==> config.mk <==
export PLATFORM = sky130hd
export DESIGN_NAME = bytebus_pos_decoder
export DESIGN_NICKNAME = d
export VERILOG_FILES = /design/src/rtl/bpd_pkg.sv /design/src/rtl/bpd_parity.sv /design/src/rtl/bpd_classify.sv /design/src/rtl/bpd_v1_align.sv /design/src/rtl/bytebus_pos_decoder.sv
export SDC_FILE = /design/constraint.sdc
export NUM_CORES = 1
export LEC_CHECK = 0
export CORE_MARGIN = 3
export CORE_UTILIZATION = 28
export CTS_BUF_LIST = sky130_fd_sc_hd__clkbuf_2
export CTS_CLUSTER_SIZE = 14
export DETAILED_ROUTE_END_ITERATION = 10
export SKIP_CTS_REPAIR_TIMING = 1
export SLEW_MARGIN = 15
export SYNTH_ARGS = -nofsm -noshare
export SYNTH_HDL_FRONTEND = slang
export SYNTH_SLANG_ARGS = --single-unit
==> constraint.sdc <==
create_clock -name clk -period 4.5 [get_ports clk]
set_clock_uncertainty 0.2 [all_clocks]
set_input_delay 0.9 -clock clk [delete_from_list [all_inputs] [get_ports clk]]
set_output_delay 0.9 -clock clk [all_outputs]
set_load 0.005 [all_outputs]
==> src/rtl/bpd_pkg.sv <==
package bpd_pkg;

  typedef enum logic [1:0] {
    FMT_STS1 = 2'd0,
    FMT_STS3 = 2'd1,
    FMT_VC4  = 2'd2,
    FMT_RSVD = 2'd3
  } bus_fmt_e;

  typedef struct packed {
    logic [7:0] data;
    logic       mark;
    logic       spe;
    logic       par;
  } bus_beat_t;

  typedef struct packed {
    bus_fmt_e fmt;
    logic     even;
    logic     data_only;
  } bus_cfg_t;

endpackage

==> src/rtl/bpd_parity.sv <==
module bpd_parity #(
  parameter int DATA_W = 8,
  parameter int CNT_W  = 16
) (
  input  logic              clk,
  input  logic              rst_n,
  input  logic              beat_vld,
  input  logic [DATA_W-1:0] data,
  input  logic              mark,
  input  logic              spe,
  input  logic              par,
  input  logic              even,
  input  logic              data_only,
  output logic              err_q,
  output logic [CNT_W-1:0]  cnt_q
);

  localparam logic [CNT_W-1:0] CNT_MAX = {CNT_W{1'b1}};
  localparam logic [CNT_W-1:0] CNT_ONE = {{(CNT_W-1){1'b0}}, 1'b1};

  logic             cover_x;
  logic             sum_x;
  logic             bad_c;
  logic             err_d;
  logic [CNT_W-1:0] cnt_d;

  // parity over the selected cover set, then compared with the wanted sense
  always_comb begin
    cover_x = data_only ? (^data) : (^{data, mark, spe});
    sum_x   = cover_x ^ par;
    bad_c   = beat_vld & (even ? sum_x : ~sum_x);
  end

  always_comb begin
    err_d = bad_c;
    cnt_d = cnt_q;
    if (bad_c && (cnt_q != CNT_MAX)) begin
      cnt_d = cnt_q + CNT_ONE;
    end
  end

  always_ff @(posedge clk or negedge rst_n) begin
    if (!rst_n) begin
      err_q <= 1'b0;
      cnt_q <= '0;
    end else begin
      err_q <= err_d;
      cnt_q <= cnt_d;
    end
  end

  // the count never wraps past its top value
  a_r3_cnt_saturates: assert property (@(posedge clk) disable iff (!rst_n)
    (cnt_q == CNT_MAX) |=> (cnt_q == CNT_MAX))
    else $error("R3 counter left saturation");

  // each error pulse below the top moves the count by exactly one
  a_r3_cnt_follows_pulse: assert property (@(posedge clk) disable iff (!rst_n)
    (cnt_q != CNT_MAX) ##1 err_q |-> (cnt_q == $past(cnt_q) + CNT_ONE))
    else $error("R3 counter did not follow pulse");

  // without an error pulse the count stays put
  a_r2_cnt_quiet: assert property (@(posedge clk) disable iff (!rst_n)
    ##1 !err_q |-> $stable(cnt_q))
    else $error("R2 counter moved without error");

endmodule

==> src/rtl/bpd_classify.sv <==
module bpd_classify
  import bpd_pkg::*;
#(
  parameter int HIST_D   = 3,
  parameter int STS1_OFF = 1,
  parameter int STS3_OFF = 3,
  parameter int VC4_OFF  = 3
) (
  input  logic     clk,
  input  logic     rst_n,
  input  logic     beat_vld,
  input  logic     mark,
  input  logic     spe,
  input  bus_fmt_e fmt,
  input  logic     clr,
  output logic     c1_q,
  output logic     j1_q,
  output logic     v1_c,
  output logic     v1_vc4_c,
  output logic     align_q
);

  logic [HIST_D-1:0] hist_q;
  logic [HIST_D-1:0] hist_d;
  logic              hi_c;
  logic              lo_c;
  logic              late_win;
  logic              early_win;
  logic              bad_c;
  logic              j1_c;
  logic              c1_d;
  logic              align_d;

  // J1 history windows: late = after the STS-1 pointer slot, early = before the VC-4 slot
  always_comb begin
    late_win  = 1'b0;
    early_win = 1'b0;
    for (int k = 1; k <= HIST_D; k++) begin
      if ((k > STS1_OFF) && hist_q[k-1]) late_win  = 1'b1;
      if ((k < VC4_OFF)  && hist_q[k-1]) early_win = 1'b1;
    end
  end

  always_comb begin
    hi_c     = beat_vld & mark & spe;
    lo_c     = beat_vld & mark & ~spe;
    v1_c     = 1'b0;
    bad_c    = 1'b0;
    unique case (fmt)
      FMT_STS1: begin
        v1_c  = hi_c & hist_q[STS1_OFF-1];
        bad_c = hi_c & ~hist_q[STS1_OFF-1] & late_win;
      end
      FMT_STS3: begin
        v1_c  = hi_c & hist_q[STS3_OFF-1];
      end
      FMT_VC4: begin
        v1_c  = hi_c & hist_q[VC4_OFF-1];
        bad_c = hi_c & ~hist_q[VC4_OFF-1] & early_win;
      end
      FMT_RSVD: begin
        bad_c = hi_c;
      end
    endcase
    v1_vc4_c = v1_c & (fmt == FMT_VC4);
    j1_c     = hi_c & ~v1_c & ~bad_c;
    hist_d   = {hist_q[HIST_D-2:0], j1_c};
    c1_d     = lo_c;
    align_d  = bad_c ? 1'b1 : (clr ? 1'b0 : align_q);
  end

  assign j1_q = hist_q[0];

  always_ff @(posedge clk or negedge rst_n) begin
    if (!rst_n) begin
      hist_q  <= '0;
      c1_q    <= 1'b0;
      align_q <= 1'b0;
    end else begin
      hist_q  <= hist_d;
      c1_q    <= c1_d;
      align_q <= align_d;
    end
  end

  // a clock carries at most one kind of position event
  a_r4_events_exclusive: assert property (@(posedge clk) disable iff (!rst_n)
    $onehot0({c1_q, j1_q}))
    else $error("R4 C1 and J1 together");

  // a C1 event needs a marker with the envelope flag low one clock before
  a_r4_c1_cause: assert property (@(posedge clk) disable iff (!rst_n)
    ##1 c1_q |-> $past(mark & ~spe))
    else $error("R4 C1 without low-SPE marker");

  // the flag holds unless cleared
  a_r9_align_sticky: assert property (@(posedge clk) disable iff (!rst_n)
    (align_q && !clr) |=> align_q)
    else $error("R9 flag dropped without clear");

  // the flag only rises after an SPE-high marker
  a_r8_align_cause: assert property (@(posedge clk) disable iff (!rst_n)
    ##1 $rose(align_q) |-> $past(mark & spe))
    else $error("R8 flag rose without marker");

endmodule

==> src/rtl/bpd_v1_align.sv <==
module bpd_v1_align #(
  parameter int LAG   = 6,
  parameter int COL_W = 10
) (
  input  logic             clk,
  input  logic             rst_n,
  input  logic             v1_c,
  input  logic             v1_vc4_c,
  output logic             strobe_q,
  output logic [COL_W-1:0] col_q
);

  localparam logic [COL_W-1:0] COL_MAX = {COL_W{1'b1}};
  localparam logic [COL_W-1:0] COL_ONE = {{(COL_W-1){1'b0}}, 1'b1};

  logic [LAG-1:0]   dly_q;
  logic [LAG-1:0]   dly_d;
  logic             strobe_d;
  logic [COL_W-1:0] col_d;

  // lagged path carries only VC-4 pointer markers; others strobe at once
  generate
    if (LAG == 1) begin : g_lag_one
      assign dly_d = v1_vc4_c;
    end else begin : g_lag_many
      assign dly_d = {dly_q[LAG-2:0], v1_vc4_c};
    end
  endgenerate

  always_comb begin
    strobe_d = (v1_c & ~v1_vc4_c) | dly_q[LAG-1];
    if (strobe_d) begin
      col_d = '0;
    end else if (col_q == COL_MAX) begin
      col_d = COL_MAX;
    end else begin
      col_d = col_q + COL_ONE;
    end
  end

  always_ff @(posedge clk or negedge rst_n) begin
    if (!rst_n) begin
      dly_q    <= '0;
      strobe_q <= 1'b0;
      col_q    <= COL_MAX;
    end else begin
      dly_q    <= dly_d;
      strobe_q <= strobe_d;
      col_q    <= col_d;
    end
  end

  // the column reads zero on every strobe
  a_r10_col_zero: assert property (@(posedge clk) disable iff (!rst_n)
    strobe_q |-> (col_q == '0))
    else $error("R10 column not zero at strobe");

  // between strobes the column steps by one until it saturates
  a_r10_col_steps: assert property (@(posedge clk) disable iff (!rst_n)
    (col_q != COL_MAX) ##1 !strobe_q |-> (col_q == $past(col_q) + COL_ONE))
    else $error("R10 column did not step");

  // the end of the lag line always yields a strobe
  a_r7_lag_strobe: assert property (@(posedge clk) disable iff (!rst_n)
    dly_q[LAG-1] |=> strobe_q)
    else $error("R7 lagged marker lost");

endmodule

==> src/rtl/bytebus_pos_decoder.sv <==
module bytebus_pos_decoder
  import bpd_pkg::*;
#(
  parameter int COL_W      = 10,
  parameter int ERR_CNT_W  = 16,
  parameter int VC4_V1_LAG = 6
) (
  input  logic                 clk,
  input  logic                 rst_n,
  input  logic [7:0]           bus_data,
  input  logic                 bus_mark,
  input  logic                 bus_spe,
  input  logic                 bus_par,
  input  logic [1:0]           cfg_fmt,
  input  logic                 cfg_par_even,
  input  logic                 cfg_par_data_only,
  input  logic                 align_err_clr,
  output logic                 c1_evt,
  output logic                 j1_evt,
  output logic                 v1_strobe,
  output logic [COL_W-1:0]     col_cnt,
  output logic                 par_err,
  output logic [ERR_CNT_W-1:0] par_err_cnt,
  output logic                 align_err
);

  localparam int HIST_D = 3;

  bus_beat_t beat_q, beat_d;
  bus_cfg_t  cfg_q, cfg_d;
  logic      vld_q, vld_d;
  logic      v1_c;
  logic      v1_vc4_c;

  // input stage: byte and its configuration captured together
  always_comb begin
    beat_d.data    = bus_data;
    beat_d.mark    = bus_mark;
    beat_d.spe     = bus_spe;
    beat_d.par     = bus_par;
    cfg_d.fmt      = bus_fmt_e'(cfg_fmt);
    cfg_d.even     = cfg_par_even;
    cfg_d.data_only = cfg_par_data_only;
    vld_d          = 1'b1;
  end

  always_ff @(posedge clk or negedge rst_n) begin
    if (!rst_n) begin
      beat_q <= '0;
      cfg_q  <= '0;
      vld_q  <= 1'b0;
    end else begin
      beat_q <= beat_d;
      cfg_q  <= cfg_d;
      vld_q  <= vld_d;
    end
  end

  bpd_parity #(
    .DATA_W (8),
    .CNT_W  (ERR_CNT_W)
  ) u_parity (
    .clk       (clk),
    .rst_n     (rst_n),
    .beat_vld  (vld_q),
    .data      (beat_q.data),
    .mark      (beat_q.mark),
    .spe       (beat_q.spe),
    .par       (beat_q.par),
    .even      (cfg_q.even),
    .data_only (cfg_q.data_only),
    .err_q     (par_err),
    .cnt_q     (par_err_cnt)
  );

  bpd_classify #(
    .HIST_D   (HIST_D),
    .STS1_OFF (1),
    .STS3_OFF (3),
    .VC4_OFF  (3)
  ) u_classify (
    .clk      (clk),
    .rst_n    (rst_n),
    .beat_vld (vld_q),
    .mark     (beat_q.mark),
    .spe      (beat_q.spe),
    .fmt      (cfg_q.fmt),
    .clr      (align_err_clr),
    .c1_q     (c1_evt),
    .j1_q     (j1_evt),
    .v1_c     (v1_c),
    .v1_vc4_c (v1_vc4_c),
    .align_q  (align_err)
  );

  bpd_v1_align #(
    .LAG   (VC4_V1_LAG),
    .COL_W (COL_W)
  ) u_align (
    .clk      (clk),
    .rst_n    (rst_n),
    .v1_c     (v1_c),
    .v1_vc4_c (v1_vc4_c),
    .strobe_q (v1_strobe),
    .col_q    (col_cnt)
  );

  // a pointer strobe never coincides with a J1 event from the same marker path
  a_r6_strobe_not_j1_mark: assert property (@(posedge clk) disable iff (!rst_n)
    ##1 ($past(v1_c) && !$past(v1_vc4_c)) |-> (v1_strobe && !j1_evt))
    else $error("R6 direct pointer marker misrouted");

endmodule

==> reports/qor.csv, run 1 <==
metric,value,unit
synth_nets,217,
grt-ovfl-total,0,
area_growth,27.9,%
endpoint_kind,output port,
combPwrFrac,29.5,%
tightest_slew,0.972,ns
portBuffers,48,
dpl_worst_slack,2.21,ns
nets,269,
die-area,9380,µm²
synth.ff_latch_count,55,
cts_tree,done,
ys_seq_area_share,60.1,%
cts.sinks,55,
avgSynthCellArea,12.0,µm²
cp_max_fo,7,
cp.arrival,1.62,ns
gp_congestion,0.756,
synthFlopType,dfrtp_1,
first_pass_iters,4,
max_freq,368,MHz
grt_pass1_wl,7.29,mm
cp_top_family,flip-flops,
cp.buffers_inverters,1,
drc_errors,0,
die_w,96.9,µm
synth_cell_types,33,
finalSetupViolCount,0,
syn_inst,192,
numCtsBuffers,5,
synth_area,2310,µm²
yosys_warnings,0,
clk_latency,0.45,ns
antenna_found_initial,0,
tns,0,ns
total_power,1230,µW
drv_slew,0,
powerDensity,416,nW/µm²
cts-root-buf,clkbuf_2,
die_h,96.9,µm
wl_per_cell,12.2,µm
rows,32,
post-dp-hpwl,3.05,mm
grt_pass1_vias,1501,
core_area,7890,µm²
ios,49,
slowest_delay,0.66,ns
routed_wl,4.22,mm
antenna_left,0,
initial_core_util,29.3,%
pwr-share-seq,54.0,%
worstSetupStartpointType,flop,
p_sw,392,µW
diodes,0,
path_class,reg2out,
slew_headroom,34.5,%
first_iter_violations,62,
async_flop_share,100,%
drv_cap,0,
finalHoldViolCount,0,
p_leak,0.00123,µW
outcome,"complete, no violations",
vias,1527,
cp.required,3.40,ns
dpl.cell_count,339,
ir_drop,0.156,mV
slowest_stage,dfstp_2,
synth-edff-count,0,
post-route-period-util,60.4,%
drive_gt1_share,11.0,%
hold_path_class,in2async,
clk_pin_slew,0.30,ns
period_needed,2.72,ns
grt_max_degree,37,
fin_cells,347,
htree_levels,2,
internal-power,840,µW
fin_ws,1.78,ns
grt_usage,9.36,%
clockBufferDepth,2,
p_sw_share,31.8,%
clkPwrFrac,16.5,%
rsz0062_at_grt,false,
viasPerCell,4.40,
cp_cell_sequence,clkdlybuf4s50_1,
[final timing paths]
| path | to | startpoint | depth (start not counted) | slack (ns) |
|---|---|---|---|---|
| max in group asynchronous | u_align.dly_q[2] | rst_n | 2 | 3.14 |
| min reg2reg | u_align.dly_q[1] | u_align.dly_q[0] | 0 | 0.18 |
| min in group clk | u_align.dly_q[1] | u_align.dly_q[0] | 0 | 0.18 |
| max reg2reg | u_parity.cnt_q[1] | beat_q[9] | 6 | 2.17 |
| max | col_cnt[7] | u_align.col_q[7] | 1 | 1.78 |
| min | u_parity.cnt_q[9] | rst_n | 1 | 0.13 |
[power by group through the flow]
stage               sequential [µW]  clock, µW  combinational [µW]
floorplan                       665          0                 197
global placement                676          0                 361
detailed placement              676          0                 367
CTS                             667        217                 369
global route                    681        232                 406
finish                          665        203                 363
[synth_stat cells (3+ instances only)]
cell type | count | area, µm²
a21oi_1 | 9 | 45.0
a31oi_1 | 3 | 18.8
and3_1 | 6 | 37.5
dfrtp_1 | 45 | 1130
dfstp_2 | 10 | 263
ha_1 | 7 | 87.6
inv_1 | 14 | 52.6
nand2_1 | 12 | 45.0
nand3_1 | 15 | 75.1
nand4_1 | 3 | 18.8
nor2_1 | 6 | 22.5
nor3_1 | 6 | 30.0
nor4b_2 | 3 | 45.0
xnor2_1 | 26 | 228
xor2_1 | 5 | 43.8
[cell families (layout without fill, tap and decap cells)]
kind of cell / after synthesis / after routing / synth area share, %
AO/OA/AOI/OAI: 16 / 16 / 4.17
XOR/XNOR: 32 / 32 / 12.4
adder cells (fa/ha/maj): 7 / 7 / 3.79
buffers and inverters: 18 / 71 / 3.19
flip-flops: 55 / 55 / 60.1
multiplexers: 2 / 2 / 0.920
other: 1 / 1 / 0.162
AND/OR/NAND/NOR: 61 / 61 / 15.3
[area by class of cell]
class | count | area, µm²
fill | 783 | 4930
sequential | 55 | 1390
multi-input combinational | 119 | 857
timing repair buffer | 49 | 483
tap | 102 | 128
inverter | 14 | 52.6
clock buffer | 5 | 25.0
clock inverter | 3 | 23.8
[layer usage]
metal,GRT usage (%),up-vias,share of wire (%)
li1,-,753,-
met1,12.7,737,49
met2,14.5,33,46
met3,2.45,4,4.0
met4,3.24,0,0.81
met5,0,-,0
[placed cells by master, fill, tap and decap left out, types with 3 or more instances in the layout]
cell | synthesis | final
clkdlybuf4s50_1 | 0 | 47
dfrtp_1 | 45 | 45
xnor2_1 | 26 | 26
nand3_1 | 15 | 15
inv_1 | 14 | 14
nand2_1 | 12 | 12
dfstp_2 | 10 | 10
a21oi_1 | 9 | 9
ha_1 | 7 | 7
and3_1 | 6 | 6
nor2_1 | 6 | 6
nor3_1 | 6 | 6
xor2_1 | 5 | 5
clkbuf_2 | 0 | 5
nand4_1 | 3 | 3
a31oi_1 | 3 | 3
nor4b_2 | 3 | 3
[through the flow]
step	utilization [%]	hold WS (ns)	cell area (µm²)
final	37.5	0.131	2960
after global routing	37.5	0.111	2960
after CTS	37.5	0.128	2960
after detailed placement	36.9	0.136	2910
after global placement	36.9	0.132	2910
after floorplan	-	0.131	2310
[flip-flops by register name, indices dropped and copies added, names as in the netlist]
signal              count
u_parity.cnt_q         16
beat_q                 11
u_align.col_q          10
u_align.dly_q           6
cfg_q                   4
u_classify.hist_q       3
u_align.strobe_q        1
u_classify.align_q      1
u_classify.c1_q         1
u_parity.err_q          1
vld_q                   1
Note: power is estimated with default switching activity, not from simulation.
==> run 2: changes to the inputs <==
clock period = 2.5 ns   (was 4.5 ns; I/O delays follow)
==> reports/qor.csv, run 2 (synthesized netlist as in run 1, its figures left out) <==
metric,value,unit
antenna_left,0,
tns,0,ns
slowest_stage,dfstp_2,
drv_cap,0,
rsz0062_at_grt,false,
nets,271,
drc_errors,0,
cts.sinks,55,
r2r_end,u_parity.cnt_q[1],
outcome,"complete, no violations",
biggestRegsByFlops,"u_parity.cnt_q x16, beat_q x11, u_align.col_q x10",
portBuffers,48,
multiInputGateArea,868,µm²
combPwrFrac,27.9,%
viasPerCell,4.40,
vias,1534,
grt_max_degree,56,
grt_pass1_vias,1609,
post-dp-hpwl,2.96,mm
p_sw_share,28.9,%
placed_area,2930,µm²
antenna_found_initial,0,
cts-root-buf,clkbuf_2,
crit_end,col_cnt[7],
cp.required,1.80,ns
powerDensity,795,nW/µm²
first_pass_iters,4,
cp.arrival,1.60,ns
design_area,3040,µm²
grt_usage,9.32,%
p_leak,0.00126,µW
hold_path_class,reg2reg,
initial_core_util,29.3,%
regMostFlops,u_parity.cnt_q,
worstSetupStartpointType,flop,
routed_wl,4.20,mm
pwr-share-seq,49.6,%
regArea,1390,µm²
grt_pass1_wl,7.33,mm
r2r_setup_slack,0.31,ns
clk_latency,0.44,ns
cp.buffers_inverters,1,
ios,49,
die_h,96.9,µm
clockBufferDepth,2,
drv_slew,0,
cts_tree,done,
post-route-period-util,91.9,%
rows,32,
rr_worst_depth,6,
max_freq,435,MHz
core_area,7890,µm²
cp_max_fo,7,
internal-power,1720,µW
die_w,96.9,µm
ir_drop,0.270,mV
clk_pin_slew,0.26,ns
htree_levels,2,
endpoint_kind,output port,
gp_congestion,0.806,
finalHoldViolCount,0,
rr_startpoint,beat_q[7],
die-area,9380,µm²
first_iter_violations,100,
numCtsBuffers,5,
largest_register_ffs,16,
path_class,reg2out,
drive_gt1_share,11.3,%
cp_num_cells,1,
cp_top_family,flip-flops,
wl_per_cell,12.0,µm
grt-ovfl-total,0,
area_growth,31.6,%
p_sw,700,µW
n_fill_cell,754,
diodes,0,
crit_start,u_align.col_q[7],
period_needed,2.30,ns
slowest_delay,0.65,ns
clkPwrFrac,22.5,%
cp_cell_sequence,clkdlybuf4s50_1,
finalSetupViolCount,0,
final_cell_mix,"clkdlybuf4s50_1, dfrtp_1, xnor2_1, nand3_1, inv_1",
final_common_cell,clkdlybuf4s50_1,
[run 2: changes by cell type in the layout (fill, tap and decap cells not counted)]
cell,before,now
bufinv_16,0,2
clkinvlp_4,2,1
inv_6,1,0
xnor2_4,0,1
dlygate4sd3_1,0,1
xnor2_2,1,0
buf_12,0,1
[run 2: per-layer routing]
metal,share of wire [%],GRT usage (%),vias to the layer above
met5,0,0,-
met4,1.2,2.92,0
met3,4.4,2.45,6
met2,46,15.4,35
met1,48,11.9,740
li1,-,-,753
[run 2: layout make-up]
type,count,share of cell area (%)
inverter,14,1.73
timing repair buffer,51,16.9
clock inverter,3,2.22
multi-input combinational,119,28.5
tap,102,4.19
clock buffer,5,0.822
sequential,55,45.6
[run 2: worst min path at each step]
stage | from | end | slack [ns] | cells past startpoint
floorplan | rst_n | beat_q[0] | 0.004 | 0
CTS | rst_n | u_parity.cnt_q[9] | -0.24 | 2
detailed placement | u_align.dly_q[3] | u_align.dly_q[4] | 0.14 | 0
global placement | u_align.dly_q[0] | u_align.dly_q[1] | 0.13 | 0
finish | u_align.dly_q[3] | u_align.dly_q[4] | 0.17 | 0
global route | u_align.dly_q[3] | u_align.dly_q[4] | 0.18 | 0
[run 2: through the flow]
stage	setup WS, ns	total power, µW	util, %	hold WS, ns	instances
global placement	0.273	1870	37.1	0.134	340
global route	0.0873	2580	38.6	0.177	349
finish	0.203	2420	38.6	0.171	349
detailed placement	0.157	1880	37.1	0.136	340
floorplan	0.535	1550	-	0.00441	192
CTS	0.127	2450	38.3	-0.239	348
[run 2: power groups by stage]
stage / registers, µW / logic [µW] / clock network [µW]
CTS: 1200 / 669 / 577
global placement: 1220 / 649 / 0
detailed placement: 1220 / 666 / 0
global route: 1230 / 748 / 606
floorplan: 1200 / 354 / 0
finish: 1200 / 674 / 545
==> run 3: changes to the inputs <==
TNS_END_PERCENT = 5   (was default)
==> results of run 3 <==
Same layout as run 2: the final DEF is identical, and so are final timing and power.
